`config.mk`:
```
export PLATFORM = sky130hd
export DESIGN_NAME = dram_refresh_sched
export DESIGN_NICKNAME = d
export VERILOG_FILES = /design/src/rtl/dram_refresh_pkg.sv /design/src/rtl/refresh_timers.sv /design/src/rtl/refresh_seq.sv /design/src/rtl/dram_refresh_sched.sv
export SDC_FILE = /design/constraint.sdc
export NUM_CORES = 1
export LEC_CHECK = 0
export ABC_AREA = 1
export BUFFER_PORTS_ARGS = -buffer_cell sky130_fd_sc_hd__buf_2
export CAP_MARGIN = 20
export CORE_MARGIN = 5
export CORE_UTILIZATION = 55
export DETAILED_ROUTE_END_ITERATION = 10
export PLACE_DENSITY_LB_ADDON = 0.25
export SETUP_SLACK_MARGIN = 0.05
export SYNTH_ARGS = -nofsm -noshare
export SYNTH_HDL_FRONTEND = slang
export SYNTH_HIERARCHICAL = 1
export SYNTH_SLANG_ARGS = --single-unit
```
`constraint.sdc`:
```
create_clock -name clk -period 1.9 [get_ports clk]
set_clock_uncertainty 0.05 [all_clocks]
set_input_delay 0 -clock clk [delete_from_list [all_inputs] [get_ports clk]]
set_output_delay 0 -clock clk [all_outputs]
set_load 0.1 [all_outputs]
```
`src/rtl/dram_refresh_pkg.sv`:
```
package dram_refresh_pkg;

  typedef enum logic [2:0] {
    PH_IDLE,
    PH_CAS_LEAD,
    PH_RAS_HOLD,
    PH_RAS_REST,
    PH_PRECHARGE
  } phase_e;

  typedef struct packed {
    logic takeOne;   // a refresh cycle starts, consume one owed refresh
    logic burstEnd;  // precharge finished and nothing more is owed
  } seq_cmd_t;

endpackage

```
`src/rtl/refresh_timers.sv`:
```
module refresh_timers
  import dram_refresh_pkg::*;
#(
  parameter int PAUSE_CYCLES     = 25000,
  parameter int INIT_REFRESHES   = 8,
  parameter int REFRESH_INTERVAL = 1900,
  parameter int MAX_PENDING      = 8
) (
  input  logic     clk,
  input  logic     rstN,
  input  seq_cmd_t cmd,
  output logic     pauseDone,
  output logic     pendingNz,
  output logic     initDone
);

  localparam int PAUSE_W  = $clog2(PAUSE_CYCLES + 1);
  localparam int IVL_W    = $clog2(REFRESH_INTERVAL + 1);
  localparam int PEND_TOP = (MAX_PENDING > INIT_REFRESHES) ? MAX_PENDING : INIT_REFRESHES;
  localparam int PEND_W   = $clog2(PEND_TOP + 1);
  localparam logic [PAUSE_W-1:0] PAUSE_LAST = PAUSE_W'(PAUSE_CYCLES - 1);
  localparam logic [IVL_W-1:0]   IVL_LAST   = IVL_W'(REFRESH_INTERVAL - 1);
  localparam logic [PEND_W-1:0]  PEND_CAP   = PEND_W'(MAX_PENDING);
  localparam logic [PEND_W-1:0]  PEND_INIT  = PEND_W'(INIT_REFRESHES);

  logic [PAUSE_W-1:0] pauseCnt;
  logic [IVL_W-1:0]   ivlCnt;
  logic [PEND_W-1:0]  pendCnt;
  logic [PEND_W-1:0]  afterTake;
  logic [PEND_W-1:0]  pendNext;
  logic               pauseEnd;
  logic               tick;

  assign pauseEnd = !pauseDone && (pauseCnt == PAUSE_LAST);
  assign tick     = initDone && (ivlCnt == IVL_LAST);

  // power-up pause
  always_ff @(posedge clk) begin
    if (!rstN) begin
      pauseCnt  <= '0;
      pauseDone <= 1'b0;
    end else if (!pauseDone) begin
      if (pauseEnd) pauseDone <= 1'b1;
      else          pauseCnt  <= pauseCnt + 1'b1;
    end
  end

  // refresh interval, free running once initialisation is over
  always_ff @(posedge clk) begin
    if (!rstN)         ivlCnt <= '0;
    else if (initDone) ivlCnt <= tick ? '0 : ivlCnt + 1'b1;
  end

  // owed refreshes, saturating
  always_comb begin
    afterTake = pendCnt - PEND_W'(cmd.takeOne);
    pendNext  = (tick && (afterTake < PEND_CAP)) ? afterTake + 1'b1 : afterTake;
  end

  always_ff @(posedge clk) begin
    if (!rstN)         pendCnt <= '0;
    else if (pauseEnd) pendCnt <= PEND_INIT;
    else               pendCnt <= pendNext;
  end

  assign pendingNz = (pendCnt != '0);

  always_ff @(posedge clk) begin
    if (!rstN)                           initDone <= 1'b0;
    else if (cmd.burstEnd && pauseDone)  initDone <= 1'b1;
  end

  assert_no_overflow_R9: assert property (@(posedge clk) disable iff (!rstN)
    (pendCnt == PEND_CAP && tick && !cmd.takeOne) |=> (pendCnt == PEND_CAP));

  assert_take_needs_owed_R9: assert property (@(posedge clk) disable iff (!rstN)
    cmd.takeOne |-> pendingNz);

  assert_init_sticky_R3: assert property (@(posedge clk) disable iff (!rstN)
    initDone |=> initDone);

endmodule

```
`src/rtl/refresh_seq.sv`:
```
module refresh_seq
  import dram_refresh_pkg::*;
#(
  parameter int CAS_LEAD_CYC = 2,
  parameter int CAS_HOLD_CYC = 2,
  parameter int RAS_LOW_CYC  = 8,
  parameter int RAS_PRE_CYC  = 6
) (
  input  logic     clk,
  input  logic     rstN,
  input  logic     busGrant,
  input  logic     pendingNz,
  input  logic     pauseDone,
  output seq_cmd_t cmd,
  output logic     busReq,
  output logic     rasLine,
  output logic     casLine
);

  localparam int TMR_W = $clog2(CAS_LEAD_CYC + RAS_LOW_CYC + RAS_PRE_CYC + 1);
  localparam logic [TMR_W-1:0] LEAD_LAST = TMR_W'(CAS_LEAD_CYC - 1);
  localparam logic [TMR_W-1:0] HOLD_LAST = TMR_W'(CAS_HOLD_CYC - 1);
  localparam logic [TMR_W-1:0] REST_LAST = TMR_W'(RAS_LOW_CYC - CAS_HOLD_CYC - 1);
  localparam logic [TMR_W-1:0] PRE_LAST  = TMR_W'(RAS_PRE_CYC - 1);

  phase_e           phase;
  phase_e           phaseNext;
  logic [TMR_W-1:0] tmr;
  logic [TMR_W-1:0] tmrLoad;
  logic             advance;
  logic             startOk;

  assign startOk = pendingNz && busGrant;

  always_comb begin
    advance   = 1'b0;
    phaseNext = phase;
    tmrLoad   = '0;
    cmd       = '0;
    unique case (phase)
      PH_IDLE: if (startOk) begin
        advance     = 1'b1;
        phaseNext   = PH_CAS_LEAD;
        tmrLoad     = LEAD_LAST;
        cmd.takeOne = 1'b1;
      end
      PH_CAS_LEAD: if (tmr == '0) begin
        advance   = 1'b1;
        phaseNext = PH_RAS_HOLD;
        tmrLoad   = HOLD_LAST;
      end
      PH_RAS_HOLD: if (tmr == '0) begin
        advance   = 1'b1;
        phaseNext = PH_RAS_REST;
        tmrLoad   = REST_LAST;
      end
      PH_RAS_REST: if (tmr == '0) begin
        advance   = 1'b1;
        phaseNext = PH_PRECHARGE;
        tmrLoad   = PRE_LAST;
      end
      PH_PRECHARGE: if (tmr == '0) begin
        advance = 1'b1;
        if (startOk) begin
          phaseNext   = PH_CAS_LEAD;
          tmrLoad     = LEAD_LAST;
          cmd.takeOne = 1'b1;
        end else begin
          phaseNext    = PH_IDLE;
          cmd.burstEnd = !pendingNz;
        end
      end
      default: begin
        advance   = 1'b1;
        phaseNext = PH_IDLE;
      end
    endcase
  end

  always_ff @(posedge clk) begin
    if (!rstN) begin
      phase <= PH_IDLE;
      tmr   <= '0;
    end else if (advance) begin
      phase <= phaseNext;
      tmr   <= tmrLoad;
    end else if (phase != PH_IDLE) begin
      tmr <= tmr - 1'b1;
    end
  end

  assign rasLine = !(phase == PH_RAS_HOLD || phase == PH_RAS_REST);
  assign casLine = !(phase == PH_CAS_LEAD || phase == PH_RAS_HOLD);
  assign busReq  = (phase != PH_IDLE) || pendingNz;

  assert_cas_before_ras_R4: assert property (@(posedge clk) disable iff (!rstN)
    $fell(rasLine) |-> !$past(casLine));

  assert_cas_after_ras_R5: assert property (@(posedge clk) disable iff (!rstN)
    $rose(casLine) |-> !rasLine);

  assert_start_needs_grant_R8: assert property (@(posedge clk) disable iff (!rstN)
    $fell(casLine) |-> $past(busGrant));

  assert_quiet_pause_R2: assert property (@(posedge clk) disable iff (!rstN)
    !pauseDone |-> (!busReq && rasLine && casLine));

  assert_release_after_precharge_R10: assert property (@(posedge clk) disable iff (!rstN)
    $fell(busReq) |-> ($past(phase) == PH_PRECHARGE));

endmodule

```
`src/rtl/dram_refresh_sched.sv`:
```
module dram_refresh_sched
  import dram_refresh_pkg::*;
#(
  parameter int CAS_LANES        = 4,
  parameter int PAUSE_CYCLES     = 25000,
  parameter int INIT_REFRESHES   = 8,
  parameter int REFRESH_INTERVAL = 1900,
  parameter int MAX_PENDING      = 8,
  parameter int CAS_LEAD_CYC     = 2,
  parameter int CAS_HOLD_CYC     = 2,
  parameter int RAS_LOW_CYC      = 8,
  parameter int RAS_PRE_CYC      = 6
) (
  input  logic                 clk,
  input  logic                 rstN,
  input  logic                 busGrant,
  output logic                 busReq,
  output logic                 rasN,
  output logic [CAS_LANES-1:0] casN,
  output logic                 weN,
  output logic                 initDone
);

  seq_cmd_t seqCmd;
  logic     pauseDone;
  logic     pendingNz;
  logic     casLine;

  refresh_timers #(
    .PAUSE_CYCLES    (PAUSE_CYCLES),
    .INIT_REFRESHES  (INIT_REFRESHES),
    .REFRESH_INTERVAL(REFRESH_INTERVAL),
    .MAX_PENDING     (MAX_PENDING)
  ) u_timers (
    .clk      (clk),
    .rstN     (rstN),
    .cmd      (seqCmd),
    .pauseDone(pauseDone),
    .pendingNz(pendingNz),
    .initDone (initDone)
  );

  refresh_seq #(
    .CAS_LEAD_CYC(CAS_LEAD_CYC),
    .CAS_HOLD_CYC(CAS_HOLD_CYC),
    .RAS_LOW_CYC (RAS_LOW_CYC),
    .RAS_PRE_CYC (RAS_PRE_CYC)
  ) u_seq (
    .clk      (clk),
    .rstN     (rstN),
    .busGrant (busGrant),
    .pendingNz(pendingNz),
    .pauseDone(pauseDone),
    .cmd      (seqCmd),
    .busReq   (busReq),
    .rasLine  (rasN),
    .casLine  (casLine)
  );

  for (genvar lane = 0; lane < CAS_LANES; lane++) begin : g_cas
    assign casN[lane] = casLine;
  end

  // refresh only, never a write
  assign weN = 1'b1;

endmodule

```
# Word-level counts from Yosys, hierarchy flattened
# Cells that the tools add are included.
# classes
n_addsub,5
n_mul,0
n_div,0
magnitude_cmp,1
eq_ne,11
n_shift,0
mux,26
bitwise,3
n_reduce_logical,22
# op_table
cell,n
5-bit one-hot mux with 4 select lines,1
3-bit two-way mux,6
15-bit by 1-bit adder with 15-bit output (second input constant),1
15-bit equality test (second input constant),1
3-bit one-hot mux with 5 select lines,1
11-bit by 1-bit adder with 11-bit output (second input constant),1
11-bit equality test (second input constant),1
11-bit two-way mux,1
1-bit two-way mux,10
5-bit two-way mux,2
2-bit by 1-bit != test with 1-bit output (second input constant),5
4-bit two-way mux,2
3-bit by 2-bit equality test with 1-bit output (second input constant),2
6-bit AND reduction,1
1-bit logical AND,5
5-bit zero test,1
5-bit by 1-bit subtractor with 5-bit output (second input constant),1
4-bit by 1-bit adder with 4-bit output (second input constant),1
1-bit zero test,4
4-bit < comparator (second input constant),1
1-bit one-hot mux with 2 select lines,2
4-bit nonzero test,1
2-bit OR reduction,2
4-bit OR reduction,1
10 further kinds,14
# totals
reg_bits,40
latch_bits,0
ram_bits,0
mem_bits_ro,0
input_bits,3
out_inout_bits,8
memories,0

# Depth between registers and ports, before layout
# Gate-level depths: netlist (run 1).
# depth
depth_word,10
mapped_depth,14
mapped_depth_nobuf,14

# Cells and area by module
# The synthesis (run 1) kept the hierarchy.
# modules_own_cells
module,instances,cells_per_inst,area_per_inst_um2,seq_area_each_um2
refresh_timers,1,294,1909.3,640.6
refresh_seq,1,83,583.1,160.2
dram_refresh_sched,1,6,41.3,0.0

# Least setup slack after synthesis (run 1)
# No wires, ideal clock.
# synth_timing
path_kind,reg-to-reg
start,register u_timers.initDone
end,register u_timers.ivlCnt[9]
setup_ns,0.117
arrival_ns,1.836
required_ns,1.733
slack_ns,-0.103
path_stages_with_launch,6
path_buffers,0
cell_sequence,dfxtp_1 -> nand2_1 -> nor3_1 -> nand3_1 -> o21ai_0 -> nor2_1
# synth_between
elab_chain_len,2
# synth_rtl
item,line_no,text
from (decl),refresh_timers.sv:14,output logic initDone
from (signal assigned),refresh_timers.sv:69,if (!rstN) initDone <= 1'b0;
from (signal assigned),refresh_timers.sv:70,else if (cmd.burstEnd && pauseDone) initDone <= 1'b1;
1-bit logical AND,refresh_timers.sv:35,assign tick = initDone && (ivlCnt == IVL_LAST);
11-bit two-way mux,refresh_timers.sv:51,else if (initDone) ivlCnt <= tick ? '0 : ivlCnt + 1'b1;
to (signal assigned),refresh_timers.sv:51,
to (decl),refresh_timers.sv:27,logic [IVL_W-1:0] ivlCnt;
# Several ways; a longest one is shown, not always the timed one.
# A chain may end at the register's enable or synchronous reset.

==> results of run 1 <==
cells in the final DEF (no fill, tap or decap), types with 11 or more instances in the layout:
master,instances
nand2_1,91
nor2_1,57
nand3_1,36
dfxtp_1,36
inv_1,30
a21oi_1,17
buf_4,15
nand2_2,13
inv_2,12
o21ai_0,11
worst min-delay path, stage by stage:
cell and delay [ns]:
buf_2 0.10, nand2_1 0.07, inv_2 0.05, nand2_4 0.07, o21ai_0 0.08, nand3_1 0.08
a21oi_1 0.06
repair_timing:
| item | in CTS | in global routing |
|---|---|---|
| gates resized for setup | 9 | 20 |
| setup endpoints to repair | 2 | 4 |
| hold endpoints to repair | 4 | 0 |
| pin swaps | 3 | 10 |
| buffers inserted | 3 | 3 |
| hold buffers | 1 | 0 |
layer usage:
layer | wire length, um | global-route usage | part of all wire
met5 | 0 | 0 | 0
met4 | 45 | 0.04467 | 0.0082
met3 | 205 | 0.04167 | 0.037
met2 | 2641 | 0.3080 | 0.48
met1 | 2584 | 0.2337 | 0.47
cells by family (layout without fill, tap and decap cells):
kind of cell	Yosys count	in the layout	share of synthesized area
compound gates	38	38	0.08790
xor+xnor	8	8	0.02766
fa+ha+maj	6	6	0.02963
buf+inv	54	74	0.09975
flops	40	40	0.3161
other cells	1	1	0.001480
simple gates	236	236	0.4375
flip-flops by register name, indices dropped and copies added (netlist names):
name                count
u_timers/initDone       1
u_seq/tmr               5
u_seq/phase             3
u_timers/ivlCnt        11
u_timers/pauseDone      1
u_timers/pauseCnt      15
u_timers/pendCnt        4
synthesized netlist by cell type, drive strengths merged:
| cell | count |
|---|---|
| a21oi | 26 |
| buf | 10 |
| clkbuf | 1 |
| clkinv | 1 |
| conb | 1 |
| dfxtp | 40 |
| ha | 6 |
| inv | 42 |
| nand2 | 110 |
| nand3 | 40 |
| nand3b | 2 |
| nand4 | 10 |
| nor2 | 68 |
| nor3 | 4 |
| nor4 | 1 |
| o21a | 1 |
| o21ai | 11 |
| or2 | 1 |
| xnor2 | 1 |
| xor2 | 7 |
area by class of cell:
type                            count  area, um2  area share
Tap cell                           52      65.06     0.02287
Sequential cell                    40      805.8      0.2832
Inverter                           43      161.4     0.05673
Clock inverter                      2      12.51    0.004398
Timing Repair Buffer               24      162.7     0.05717
Clock buffer                        5      68.82     0.02419
Multi-Input combinational cell    289       1569      0.5514
worst max-delay path by stage:
stage / start / endpoint / depth (start not counted)
6_report: u_timers/pendCnt[2] / u_timers/pendCnt[3] / 13
5_1_grt: u_timers/pendCnt[2] / u_timers/pendCnt[3] / 13
4_1_cts: u_timers/pendCnt[1] / u_timers/pendCnt[1] / 11
3_5_place_dp: u_timers/pendCnt[1] / u_timers/pendCnt[1] / 11
3_3_place_gp: u_seq/tmr[0] / u_timers/pendCnt[1] / 9
2_1_floorplan: u_seq/tmr[0] / u_timers/pendCnt[1] / 9
power breakdown:
| part | internal [mW] | switching, mW |
|---|---|---|
| logic | 0.618 | 1.27 |
| clock network | 0.249 | 0.308 |
| registers | 0.919 | 0.0703 |
| total | 1.79 | 1.65 |
==> results.toml, run 1 <==
[outcome]
status = "completed"

[power]
power_mw = 3.435
p_per_area_nw_per_um2 = 1207
power_leakage_nw = 1.085
ir_drop_mv = 0.9372

[yosys]
synth_fp_nets = 392
synth_cell_types = 31
synth_top_area_share = 0.3160
synthCells = 383
avgSynthCellArea_um2 = 6.615
synth_sequential_area_ratio = 0.3160
yosysWarnings = 6
synth_seq_cells = 40
synth_area_leaders = "dfxtp_1 (32%), nand2_1 (14%), nor2_1 (8.7%), nand3_1 (7.5%), inv_1 (5.6%)"
netlist_area_um2 = 2534
synth_area_leader_cell = "dfxtp_1"

[sta]
fin_hold_ws_ns = 0.1942
relSlewSlack = 0.6288
hold_violations = 0
drv_slew = 0
setup_tns_ns = 0
finalCritPeriodShare = 0.9454
timing.fmax_ghz = 0.5567
rsz0062_at_grt = "true"
fin_crit_ns = 1.796
worstMarginPinSlew_ns = 0.5525
fin_ws_ns = 0.1037
setup_viol = 0

[routing]
totalWireLength_mm = 5.476
firstDrtPassIters = 4
drtIter0Drc = 153
postRouteAntennaNets = 0
vias_per_cell = 5.275
wl_per_cell_um = 12.04
drc = 0
vias = 2400

[worst_hold_path]
worstHoldStart = "busGrant"
worst_hold_path.num_cells = 7
holdPathEnd = "u_seq/phase[0]"
hp-class = "input port to flip-flop"

[setup_path]
rrSetupSlack_ns = 0.10
cp.required_ns = 2.08
cpPeakStageDelay_ns = 0.34
slowest_stage = "dfxtp_2"
rr_worst_depth = 13
critPathMostFrequentCell = "nor2_1"
worstSetupPathType = "flip-flop to flip-flop"
r2r_end = "u_timers/pendCnt[3]"
r2r_start = "u_timers/pendCnt[2]"
crit_family = "simple AND/OR/NAND/NOR gates"
crit_chain = "inv_2, nand4_1, nand2_1, inv_2, nand2_4, a21oi_4, ha_2, xor2_2, buf_4, nand3_2, nor2_1, nor2_1, nor2_1"
critPathArrivalTime_ns = 1.98
start_kind = "flip-flop"
cp-end-kind = "flip-flop"
critPathBufInv = 3
critPathMaxFanout = 3

[final_layout]
antenna_cells = 0
areaGrowthSynthToFinish_pct = 12.30
final_cell_area_um2 = 2845
utilization = 0.6446
fill_cells = 399
layout.nets = 412
drive_above_1_share = 0.2357
finalNonFillerCells = 455

[floorplan]
die_y_um = 77.87
io_pins = 11
dieArea_um2 = 6064
chipWidth_um = 77.87
core-area_um2 = 4414
placementRows = 24
start_util = 0.5740

[placement]
pre_cts_slack_ns = -0.02789
gp_congestion = 0.8532
io_buffers = 9
dpl_cell_area_um2 = 2628
dp.cells = 441
dp_hpwl_mm = 3.922

[clock_tree]
clk_path_buf_depth = 2
htreeDepth = 2
clkTransAtPathRegs_ns = 0.08
clk_latency_ns = 0.29
cts_root_buffer = "clkbuf_8"
clkSinkCount = 40
cts_tree = "built"
cts_buffers = 5

[global_routing]
grt_pass1_vias = 2192
antenna_found_initial = 0
gr-total-overflow = 0
grt_pass1_wl_mm = 9.308
grt.total_usage = 0.1822
grt_max_degree = 17

[run]
maxCapViolations = 0
(Power assumes the default switching activity.)
==> inputs of run 2 (changes only) <==
CELL_PAD_IN_SITES_DETAIL_PLACEMENT = 1   (was not set)
CELL_PAD_IN_SITES_GLOBAL_PLACEMENT = 1   (was not set)
CORE_UTILIZATION = 40   (was 55)
==> run 2 against run 1 <==
Compared with the run above:
- the run now ends with setup timing left
- via count increased by 4.0%
- combinational power increased by 5%
- cell area increased by 3.7%
- first-iteration DRC count decreased by 17%
- register-to-register slack got worse by 0.12 ns
- clock power increased by 30%
- critical path depth decreased by 2
==> results.toml, run 2 (synthesis results as in run 1) <==
[sta]
hold_violations = 0
drv_slew = 0
setup_tns_ns = -0.01320
setup_viol = 2
fin_crit_ns = 1.911
finalCritPeriodShare = 1.006
fin_ws_ns = -0.01149
relSlewSlack = 0.6327
timing.fmax_ghz = 0.5232
worstMarginPinSlew_ns = 0.5490
rsz0062_at_grt = "true"

[final_layout]
utilization = 0.4727
areaGrowthSynthToFinish_pct = 16.44
final_cell_mix = "nand2_1 (90), nor2_1 (59), nand3_1 (37), dfxtp_1 (35), inv_1 (31)"
largest-register = "u_timers/pauseCnt"
largest_register_ff_count = 15
top_regs = "u_timers/pauseCnt: 15 flops, u_timers/ivlCnt: 11 flops, u_seq/tmr: 5 flops"
antenna_cells = 0
drive_above_1_share = 0.2421
layout_commonest_cell = "nand2_1"
fill_cells = 838
layout.nets = 417

[setup_path]
worstSetupPathType = "flip-flop to flip-flop"
critPathArrivalTime_ns = 2.06
cp-end-kind = "flip-flop"
cp.required_ns = 2.05
critPathMaxFanout = 3
start_kind = "flip-flop"

[power]
internal_power_mw = 1.945
power_leakage_nw = 1.127
pwr-share-clk = 0.195
power_switching_mw = 1.762
swShare = 0.4752
p_per_area_nw_per_um2 = 1257
power_mw = 3.707
combPwrFrac = 0.537
ir_drop_mv = 1.467
seqPwrFrac = 0.269

[routing]
vias = 2497
totalWireLength_mm = 7.177
wl_per_cell_um = 14.77
postRouteAntennaNets = 0
drtIter0Drc = 127
drc = 0
firstDrtPassIters = 4
vias_per_cell = 5.138

[outcome]
status = "finished with violations"
violations = "setup timing"

[global_routing]
antenna_found_initial = 0
grt.total_usage = 0.1868
gr-total-overflow = 0
grt_pass1_vias = 2501
grt_max_degree = 17
grt_pass1_wl_mm = 11.71

[placement]
gp_congestion = 0.8679
io_buffers = 9
pre_cts_slack_ns = -0.005250
dp_hpwl_mm = 4.987

[floorplan]
dieArea_um2 = 8025
placementRows = 29
die_y_um = 89.59
start_util = 0.4060
io_pins = 11
chipWidth_um = 89.59
core-area_um2 = 6241

[clock_tree]
cts_tree = "built"
clkTransAtPathRegs_ns = 0.10
clkSinkCount = 40
clk_path_buf_depth = 2
htreeDepth = 2
cts_buffers = 5
clk_latency_ns = 0.30
cts_root_buffer = "clkbuf_8"

[worst_hold_path]
hp-class = "input port to flip-flop"

[run]
maxCapViolations = 0
[run 2: cell type report]
| class | count | area [um2] | share of cell area |
|---|---|---|---|
| multi-input combinational | 289 | 1572 | 0.5327 |
| timing repair buffer | 29 | 200.2 | 0.06785 |
| inverter | 43 | 163.9 | 0.05556 |
| tap | 77 | 96.34 | 0.03265 |
| clock buffer | 5 | 68.82 | 0.02332 |
| sequential | 40 | 807.0 | 0.2735 |
| clock inverter | 3 | 42.54 | 0.01442 |
[run 2: final timing paths]
kind,start,to,slack [ns],cells after the start
worst max-delay path,u_timers/pendCnt[2],u_timers/pendCnt[1],-0.01,11
worst min-delay path,busGrant,u_seq/tmr[2],0.19,7
worst max register to register,u_timers/pendCnt[2],u_timers/pendCnt[1],-0.01,11
worst min register to register,u_timers/ivlCnt[6],u_timers/ivlCnt[6],0.41,1
[run 2: repair_timing]
item / in CTS / in global routing
resized for setup: 17 / 11
hold endpoints to repair: 2 / 0
pin swaps: 5 / 9
buffers inserted: 3 / 6
hold buffers: 1 / 0
endpoints found under the setup margin: 4 / 5
[run 2: worst max-delay path, cell delays in order (launching register included)]
cell and delay [ns]:
dfxtp_2 0.35, inv_2 0.05, nand4_1 0.14, nand2_1 0.10, inv_2 0.08, nand2_4 0.05
a21oi_4 0.19, ha_4 0.18, xor2_2 0.17, ha_2 0.29, nor2_1 0.10, nor3_1 0.06
[run 2: metrics by stage]
step	hold WS, ns	instance area, um2	cells
2_1_floorplan	0.06750	2549	383
4_1_cts	0.1388	2882	480
6_report	0.1912	2950	486
3_5_place_dp	0.3123	2674	468
5_1_grt	0.2049	2950	486
3_3_place_gp	0.3088	2674	468
[run 2: metal layers]
| layer | part of all wire | track usage |
|---|---|---|
| met3 | 0.027 | 0.03102 |
| met1 | 0.47 | 0.2399 |
| met2 | 0.48 | 0.3251 |
| met5 | 0 | 0 |
| met4 | 0.014 | 0.04601 |
[run 2: power groups by stage]
stage,Combinational (mW),Sequential (mW),Clock (mW)
detailed placement,1.67,1.00,0
floorplan,1.37,0.983,0
CTS,1.84,0.988,0.756
global route,2.12,1.01,0.801
global placement,1.63,0.999,0
finish,1.99,0.996,0.722
==> inputs of run 3 (changes only) <==
--- a/config.mk
+++ b/config.mk
@@ -15,4 +15,5 @@
 export DETAILED_ROUTE_END_ITERATION = 10
 export PLACE_DENSITY_LB_ADDON = 0.25
+export RECOVER_POWER = 50
 export SETUP_SLACK_MARGIN = 0.05
 export SYNTH_ARGS = -nofsm -noshare
==> constraint.sdc (replaced) <==
create_clock -name clk -period 1.9 [get_ports clk]
set_clock_uncertainty 0.05 [all_clocks]
set_input_delay 0.38 -clock clk [delete_from_list [all_inputs] [get_ports clk]]
set_output_delay 0.38 -clock clk [all_outputs]
set_load 0.1 [all_outputs]
==> run 3 against run 2 <==
Compared with the run above:
- the run now ends clean
- sequential share of layout area is 0.63 points lower
- routed wire length down 3.9%
- worst hold slack better by 0.17 ns
- die area unchanged
- total power increased by 7.3%
- non-clock buffer count down 3
- register-to-register slack improved by 0.03 ns
- sequential power hardly changed
- setup slack improved by 0.028 ns
- sequential cell count is the same
- fmax increased by 1.5%
==> results.toml, run 3 (synthesis results as in run 1) <==
[outcome]
status = "completed"

[global_routing]
grt_pass1_vias = 2458
grt_pass1_wl_mm = 11.42
use_met3 = 0.02737
grt_util_met2 = 0.3072
grt.total_usage = 0.1809
busiest_layer = "met2"
met1_usage = 0.2370
grt_max_degree = 17
gr-total-overflow = 0
antenna_found_initial = 0

[power]
ir_drop_mv = 1.444
p_per_area_nw_per_um2 = 1307
power_mw = 3.976
power_leakage_nw = 1.155

[clock_tree]
clk_path_buf_depth = 2
htreeDepth = 2
cts_buffers = 5
clk_latency_ns = 0.30
cts_root_buffer = "clkbuf_8"
clkTransAtPathRegs_ns = 0.09
cts_hold_buf = 0
clkSinkCount = 40
cts_tree = "built"

[setup_path]
r2r_end = "u_timers/pendCnt[2]"
worstSetupPathType = "flip-flop to flip-flop"
r2r_start = "u_timers/pendCnt[3]"
cp-end-kind = "flip-flop"
cp.required_ns = 2.09
rrSetupSlack_ns = 0.02
critPathArrivalTime_ns = 2.07
critPathMaxFanout = 3
rr_worst_depth = 13
start_kind = "flip-flop"

[worst_hold_path]
holdPathEnd = "u_timers/pauseCnt[9]"
hp-class = "input port to flip-flop"
worst_hold_path.num_cells = 3
worstHoldStart = "rstN"

[final_layout]
areaGrowthSynthToFinish_pct = 20.10
antenna_cells = 0
layout.nets = 414
final_cell_mix = "nand2_1 (88), nor2_1 (57), nand3_1 (37), dfxtp_1 (32), inv_1 (30)"
final_cell_area_um2 = 3043
largest-register = "u_timers/pauseCnt"
drive_above_1_share = 0.2635
layout_commonest_cell = "nand2_1"
largest_register_ff_count = 15
top_regs = "u_timers/pauseCnt: 15 flops, u_timers/ivlCnt: 11 flops, u_seq/tmr: 5 flops"

[routing]
vias = 2485
vias_per_cell = 5.145
firstDrtPassIters = 4
wl_per_cell_um = 14.28
drc = 0
drtIter0Drc = 59
totalWireLength_mm = 6.896
postRouteAntennaNets = 0

[floorplan]
die_y_um = 89.59
start_util = 0.4060
chipWidth_um = 89.59
dieArea_um2 = 8025
io_pins = 11
placementRows = 29
core-area_um2 = 6241

[sta]
fin_ws_ns = 0.01642
fin_crit_ns = 1.884
setup_viol = 0
hold_violations = 0
finalCritPeriodShare = 0.9914
drv_slew = 0
rsz0062_at_grt = "true"
timing.fmax_ghz = 0.5309

[placement]
dpl_cell_area_um2 = 2726
pre_cts_slack_ns = -0.02268
dp_hpwl_mm = 4.832
gp_congestion = 0.8374
io_buffers = 9

[run]
maxCapViolations = 0
run 3: changes by cell type in the layout (fill, tap and decap cells not counted), moves of 3 or more:
cell and delta:
buf_12 +5, buf_2 -4, dfxtp_1 -3, nor2_2 +3
run 3: worst max-delay path, cell delays in order (launching register included):
cell	delay, ns
dfxtp_2	0.36
inv_2	0.04
nand4_1	0.12
nand2_1	0.08
inv_2	0.08
nand2_4	0.06
a21oi_4	0.18
ha_4	0.19
xor2_4	0.16
ha_2	0.21
nand3_2	0.08
nand2_2	0.08
nand2_1	0.05
nor2_1	0.07
run 3: worst max path at each step:
stage	from	to	slack, ns	depth (start not counted)
floorplan	u_seq/tmr[0]	u_timers/pendCnt[1]	0.07	9
global placement	u_timers/pauseCnt[0]	u_timers/pauseCnt[10]	0.1	8
detailed placement	u_timers/pendCnt[1]	u_timers/pendCnt[1]	-0.02	13
CTS	u_timers/pendCnt[1]	u_timers/pendCnt[1]	0.05	11
global route	u_timers/pendCnt[2]	u_timers/pendCnt[2]	-0.14	13
finish	u_timers/pendCnt[3]	u_timers/pendCnt[2]	0.02	13
run 3: per-stage QoR:
step / TNS [ns] / util / hold WS, ns / instances
finish: 0 / 0.4876 / 0.3625 / 483
global route: -0.3482 / 0.4876 / 0.3816 / 483
CTS: 0 / 0.4685 / 0.3576 / 478
detailed placement: -0.02268 / 0.4368 / 0.4082 / 465
global placement: 0 / 0.4368 / 0.3938 / 465
floorplan: 0 / - / 0.3721 / 383
run 3: metal layers:
| metal | part of all wire | vias up | wire, um |
|---|---|---|---|
| li1 | - | 1254 | - |
| met1 | 0.47 | 1189 | 3237 |
| met2 | 0.49 | 34 | 3348 |
| met3 | 0.030 | 8 | 208 |
| met4 | 0.015 | 0 | 102 |
| met5 | 0 | - | 0 |
run 3: layout make-up:
cell class / count / area, um2
Clock buffer: 6 / 82.58
Clock inverter: 2 / 38.79
Fill cell: 821 / 3198
Inverter: 43 / 166.4
Multi-Input combinational cell: 289 / 1598
Sequential cell: 40 / 813.3
Tap cell: 77 / 96.34
Timing Repair Buffer: 26 / 247.7
run 3: where the power goes:
part	total, mW	internal, mW	switching [mW]
logic	2.22	0.838	1.38
registers	1.00	0.926	0.0771
clock network	0.754	0.430	0.324
total	3.98	2.19	1.78
run 3: repair_timing:
| action | 4_1_cts | 5_1_grt |
|---|---|---|
| setup endpoints to repair | 9 | 14 |
| setup buffers | 5 | 5 |
| gates resized for setup | 17 | 26 |
| pin swaps | 7 | 10 |
